**src/rtl/seg_sweep.sv**
```systemverilog
module seg_sweep #(
  parameter int DIV      = 4,
  parameter int LOAD_CYC = 2,
  parameter int GAP_CYC  = 1,
  parameter int NDIG     = 4
) (
  input  logic              clk,
  input  logic              rst_n,
  input  logic              start,
  input  logic [8*NDIG-1:0] digits,
  output logic              busy,
  output logic              done,
  output logic [7:0]        switches,
  output logic              load_n,
  output logic              sclk,
  output logic              mosi,
  input  logic              miso
);
  localparam int NBITS = 8 * NDIG;
  localparam int HALF  = DIV / 2;
  localparam int BW    = $clog2(NBITS);
  localparam int HW    = (HALF > 1) ? $clog2(HALF) : 1;
  localparam int CMAX  = (LOAD_CYC > GAP_CYC) ? LOAD_CYC : GAP_CYC;
  localparam int CW    = $clog2(CMAX + 1);

  typedef enum logic [2:0] {S_IDLE, S_LOAD, S_GAP, S_SHIFT, S_DONE} st_t;

  st_t              st;
  logic [NBITS-1:0] tx, tx_init;
  logic [BW-1:0]    bitc;
  logic [HW-1:0]    hcnt;
  logic [CW-1:0]    cnt;
  logic [6:0]       rx;
  logic [7:0]       snap;

  for (genvar i = 0; i < NDIG; i++) begin : g_order
    assign tx_init[NBITS-1-8*i -: 8] = digits[8*i +: 8];
  end

  assign busy = (st != S_IDLE);
  assign done = (st == S_DONE);
  assign mosi = (st == S_SHIFT) & tx[NBITS-1];

  always_ff @(posedge clk or negedge rst_n) begin
    if (!rst_n) begin
      st       <= S_IDLE;
      tx       <= '0;
      bitc     <= '0;
      hcnt     <= '0;
      cnt      <= '0;
      rx       <= '0;
      snap     <= '0;
      switches <= '0;
      load_n   <= 1'b1;
      sclk     <= 1'b0;
    end else begin
      unique case (st)
        S_IDLE: if (start) begin
          tx     <= tx_init;
          cnt    <= '0;
          load_n <= 1'b0;
          st     <= S_LOAD;
        end
        S_LOAD: if (cnt == CW'(LOAD_CYC - 1)) begin
          load_n <= 1'b1;
          cnt    <= '0;
          st     <= S_GAP;
        end else cnt <= cnt + 1'b1;
        S_GAP: if (cnt == CW'(GAP_CYC - 1)) begin
          hcnt <= '0;
          bitc <= '0;
          st   <= S_SHIFT;
        end else cnt <= cnt + 1'b1;
        S_SHIFT: if (hcnt == HW'(HALF - 1)) begin
          hcnt <= '0;
          if (!sclk) begin
            sclk <= 1'b1;
            rx   <= {rx[5:0], miso};
            if (bitc == BW'(7)) snap <= {rx, miso};
          end else begin
            sclk <= 1'b0;
            if (bitc == BW'(NBITS - 1)) begin
              switches <= snap;
              st       <= S_DONE;
            end else begin
              bitc <= bitc + 1'b1;
              tx   <= tx << 1;
            end
          end
        end else hcnt <= hcnt + 1'b1;
        S_DONE: st <= S_IDLE;
        default: st <= S_IDLE;
      endcase
    end
  end

  p_no_clk_in_load_r2: assert property (@(posedge clk) disable iff (!rst_n)
    !load_n |-> !sclk) else $error("sclk high during load strobe");
  p_sclk_idle_r3: assert property (@(posedge clk) disable iff (!rst_n)
    !busy |-> !sclk) else $error("sclk not idle low");
  p_mosi_hold_r4: assert property (@(posedge clk) disable iff (!rst_n)
    sclk |-> $stable(mosi)) else $error("mosi moved while sclk high");
  p_sw_hold_r6: assert property (@(posedge clk) disable iff (!rst_n)
    !done |-> $stable(switches)) else $error("switches moved outside done");
  p_done_pulse_r7: assert property (@(posedge clk) disable iff (!rst_n)
    done |=> !done) else $error("done longer than one cycle");
  p_done_idle_r7: assert property (@(posedge clk) disable iff (!rst_n)
    done |=> !busy) else $error("busy after done");
  p_stay_busy_r8: assert property (@(posedge clk) disable iff (!rst_n)
    (busy && !done) |=> busy) else $error("sweep cut short");
endmodule

```
**config.mk**
```make
export PLATFORM = sky130hd
export DESIGN_NAME = seg_sweep
export DESIGN_NICKNAME = d
export VERILOG_FILES = /design/src/rtl/seg_sweep.sv
export SDC_FILE = /design/constraint.sdc
export NUM_CORES = 1
export LEC_CHECK = 0
export ABC_AREA = 1
export BUFFER_PORTS_ARGS = -buffer_cell sky130_fd_sc_hd__buf_2
export CORE_ASPECT_RATIO = 0.5
export CORE_UTILIZATION = 50
export DETAILED_ROUTE_END_ITERATION = 8
export GPL_TIMING_DRIVEN = 0
export PLACE_DENSITY = 0.78
export SYNTH_ARGS = -nofsm -noshare
export SYNTH_HDL_FRONTEND = slang
export SYNTH_SLANG_ARGS = --single-unit
```
**constraint.sdc**
```tcl
create_clock -name clk -period 3.35 [get_ports clk]
set_clock_uncertainty 0.1 [all_clocks]
set_input_delay 0.1675 -clock clk [delete_from_list [all_inputs] [get_ports clk]]
set_output_delay 0.1675 -clock clk [all_outputs]
set_load 0.02 [all_outputs]
```
==> metrics.cfg <==
[worst_setup_path]
startpoint=st[2]
cp-start-kind=flip-flop
cp_max_fo=10
crit_type=flip-flop to output port
reg2reg_from=bitc[0]
critPathArrivalTime_ns=1.66
critPathRequiredTime_ns=3.08
cp_slowest_cell=dfrtp_1
endpoint_kind=output port
slowest_delay_ns=0.47
path_cells=inv_2, nand3_2, clkbuf_1, nor2_1, buf_2

[grt]
grtUsageMet2_pct=34.9
grt_pass1_wl_um=11400
top_usage_layer=met2
grt-ovfl-total=0
grt_pass1_vias=2592
use_met1_pct=26.1
grt_max_degree=69
grt_use_total_pct=20.9
grt_util_met3_pct=6.20
antenna_found_initial=0

[clock_tree]
post_cts_buffers=0
cts_root_buffer=clkbuf_16
clockBufferDepth=2
cts-htree-levels=3
cts_tree=yes
cts_sinks=68
cts.clk_slew.worst_paths_ns=0.06
cts_buffers=9
cts_resized=0
worstSkewPairLatency_ns=0.33

[routing]
drt_pass1_iterations=4
drtIter0Drc=163
viasPerCell=4.74
vias=2656
wl_per_cell_um=11.5
antenna_left=0
remaining_drc_errors=0
finalWirelength_um=6440

[run]
maxCapViolCount=0

[floorplan]
rows=20
io_pins=49
die-area_um2=7200
start_util_pct=54.0
coreArea_um2=6330
die_w_um=119
fp.dieH_um=60.5

[synth]
synth-compound-area-share_pct=16.6
synthTopCellsByArea=dfrtp_1 (49%), nand2_1 (14%), o21ai_2 (7.2%), o21ai_0 (6.1%), inv_1 (6.0%)
yosys.area_share.simple_pct=20.7
synthesis.nets=448
syn_inst=407
syn_area_um2=3420
synth-xor-area-share_pct=0.256
yosysTopAreaCellShare_pct=49.0
yosys.area.top_type=dfrtp_1
muxShareOfSynthArea_pct=0
syn_avg_cell_area_um2=8.40
ys_ff_latch=68
synth_top_family_by_area=simple AND/OR/NAND/NOR gates
yosysSeqAreaShare_pct=49.8
synth.distinct_cells=28
ys_warn_count=0
synth_fa_ha_area_share_pct=1.83

[pwr]
peakVddDrop_v=0.000356
pwr_density_cell_nw_per_um2=446
power_leakage_uw=0.00208

[placement]
io_buffers=48
post-dp-hpwl_um=4360
dpl.cell_count=543
gp_congestion=0.784

[layout]
fin_cells=560
nets=508
antenna-diode-count=0
drive_gt1_share_pct=26.1
layout_commonest_cell=nand2_1
layout_common_cells=nand2_1 (130), dfrtp_1 (67), inv_1 (55), buf_2 (50), o21ai_0 (42)
syn2layout_area_growth_pct=19.5

[sta]
rsz0062_at_grt=false
hold_viol=0
tightestPinTransition_ns=0.836
fin_crit_sh_pct=57.5
fin_setup_tns_ns=0
fin_crit_ns=1.92
setup_viol=0
slew_viol_final=0
final.hold.worst_slack_ns=0.0108
relSlewSlack_pct=44.3
fmax_ghz=0.520

[worst_hold_path]
hp-class=input port to flip-flop
hp-start=miso

[outcome]
outcome=finished, final reports clean

registers in the layout, indices dropped and copies added, names as in the netlist:
name      count
bitc          5
st            3
cnt           2
hcnt          1
switches      8
snap          8
rx            7
load_n        1
sclk          1
tx           32
stage by stage:
stage                     setup slack, ns  utilization [%]  instance area (um2)  total power, uW
final                                1.43             64.5                 4090             1820
after global routing                 1.27             64.5                 4090             1880
after floorplan                      1.64                -                 3420              858
after CTS                            1.42             64.5                 4090             1840
after detailed placement             1.47             59.6                 3770              897
after global placement               1.48             59.6                 3770              896
power breakdown:
group          total (uW)  switching [uW]  internal [uW]
Combinational        46.6            26.9           19.6
Clock                 941             347            594
Sequential            836            4.46            831
worst paths after layout:
check,cells past startpoint,end,slack [ns]
worst max-delay path,5,mosi,1.43
worst min-delay path,3,rx[0],0.01
worst max register to register,9,tx[18],1.44
worst min register to register,2,switches[5],0.36
max in group asynchronous,2,tx[2],2.22
min in group asynchronous,2,cnt[0],0.40
what timing repair did:
item / in CTS / in global routing
hold buffers: 1 / 0
endpoints found under the hold margin: 67 / 0
endpoints found under the setup margin: 0 / 0
final cells by class:
| type | instances | area (um2) |
|---|---|---|
| Timing Repair Buffer | 49 | 253 |
| Clock buffer | 10 | 239 |
| Sequential cell | 68 | 1700 |
| Multi-Input combinational cell | 264 | 1350 |
| Inverter | 57 | 214 |
| Buffer | 18 | 154 |
| Clock inverter | 6 | 63.8 |
| Tap cell | 88 | 110 |
| Fill cell | 568 | 2240 |
routing by layer:
layer | up-vias | part of all wire, %
met5 | - | 0
li1 | 1397 | -
met1 | 1217 | 49
met3 | 8 | 3.7
met4 | 0 | 1.2
met2 | 34 | 46
synthesized netlist by cell type:
library cell and instances:
nand2_1 130, dfrtp_1 67, inv_1 55, o21ai_0 42
o21ai_2 28, o21ai_1 17, nand3_1 11, nor2_1 10
buf_6 9, ha_1 5, buf_4 4, nand2_2 4
a21oi_1 3, buf_2 3, clkbuf_1 2, inv_2 2
nand3_2 2, nor3_1 2, or2_2 2, and3_1 1
dfstp_2 1, nand3_4 1, nor2_2 1, nor2_4 1
nor2_8 1, o21bai_1 1, o22ai_1 1, xor2_1 1
kinds of logic after synthesis:
family	Yosys count
buffers and inverters	75
AND/OR/NAND/NOR	166
adder cells (fa/ha/maj)	5
flip-flops	68
XOR/XNOR	1
AO/OA/AOI/OAI	92
worst max-delay path, delay by kind of cell, from the launching register on:
kind / cells / cell delay, ns
buffers and inverters: 3 / 0.68
DFF: 1 / 0.47
and+or+nand+nor: 2 / 0.19
(Power assumes the default switching activity.)
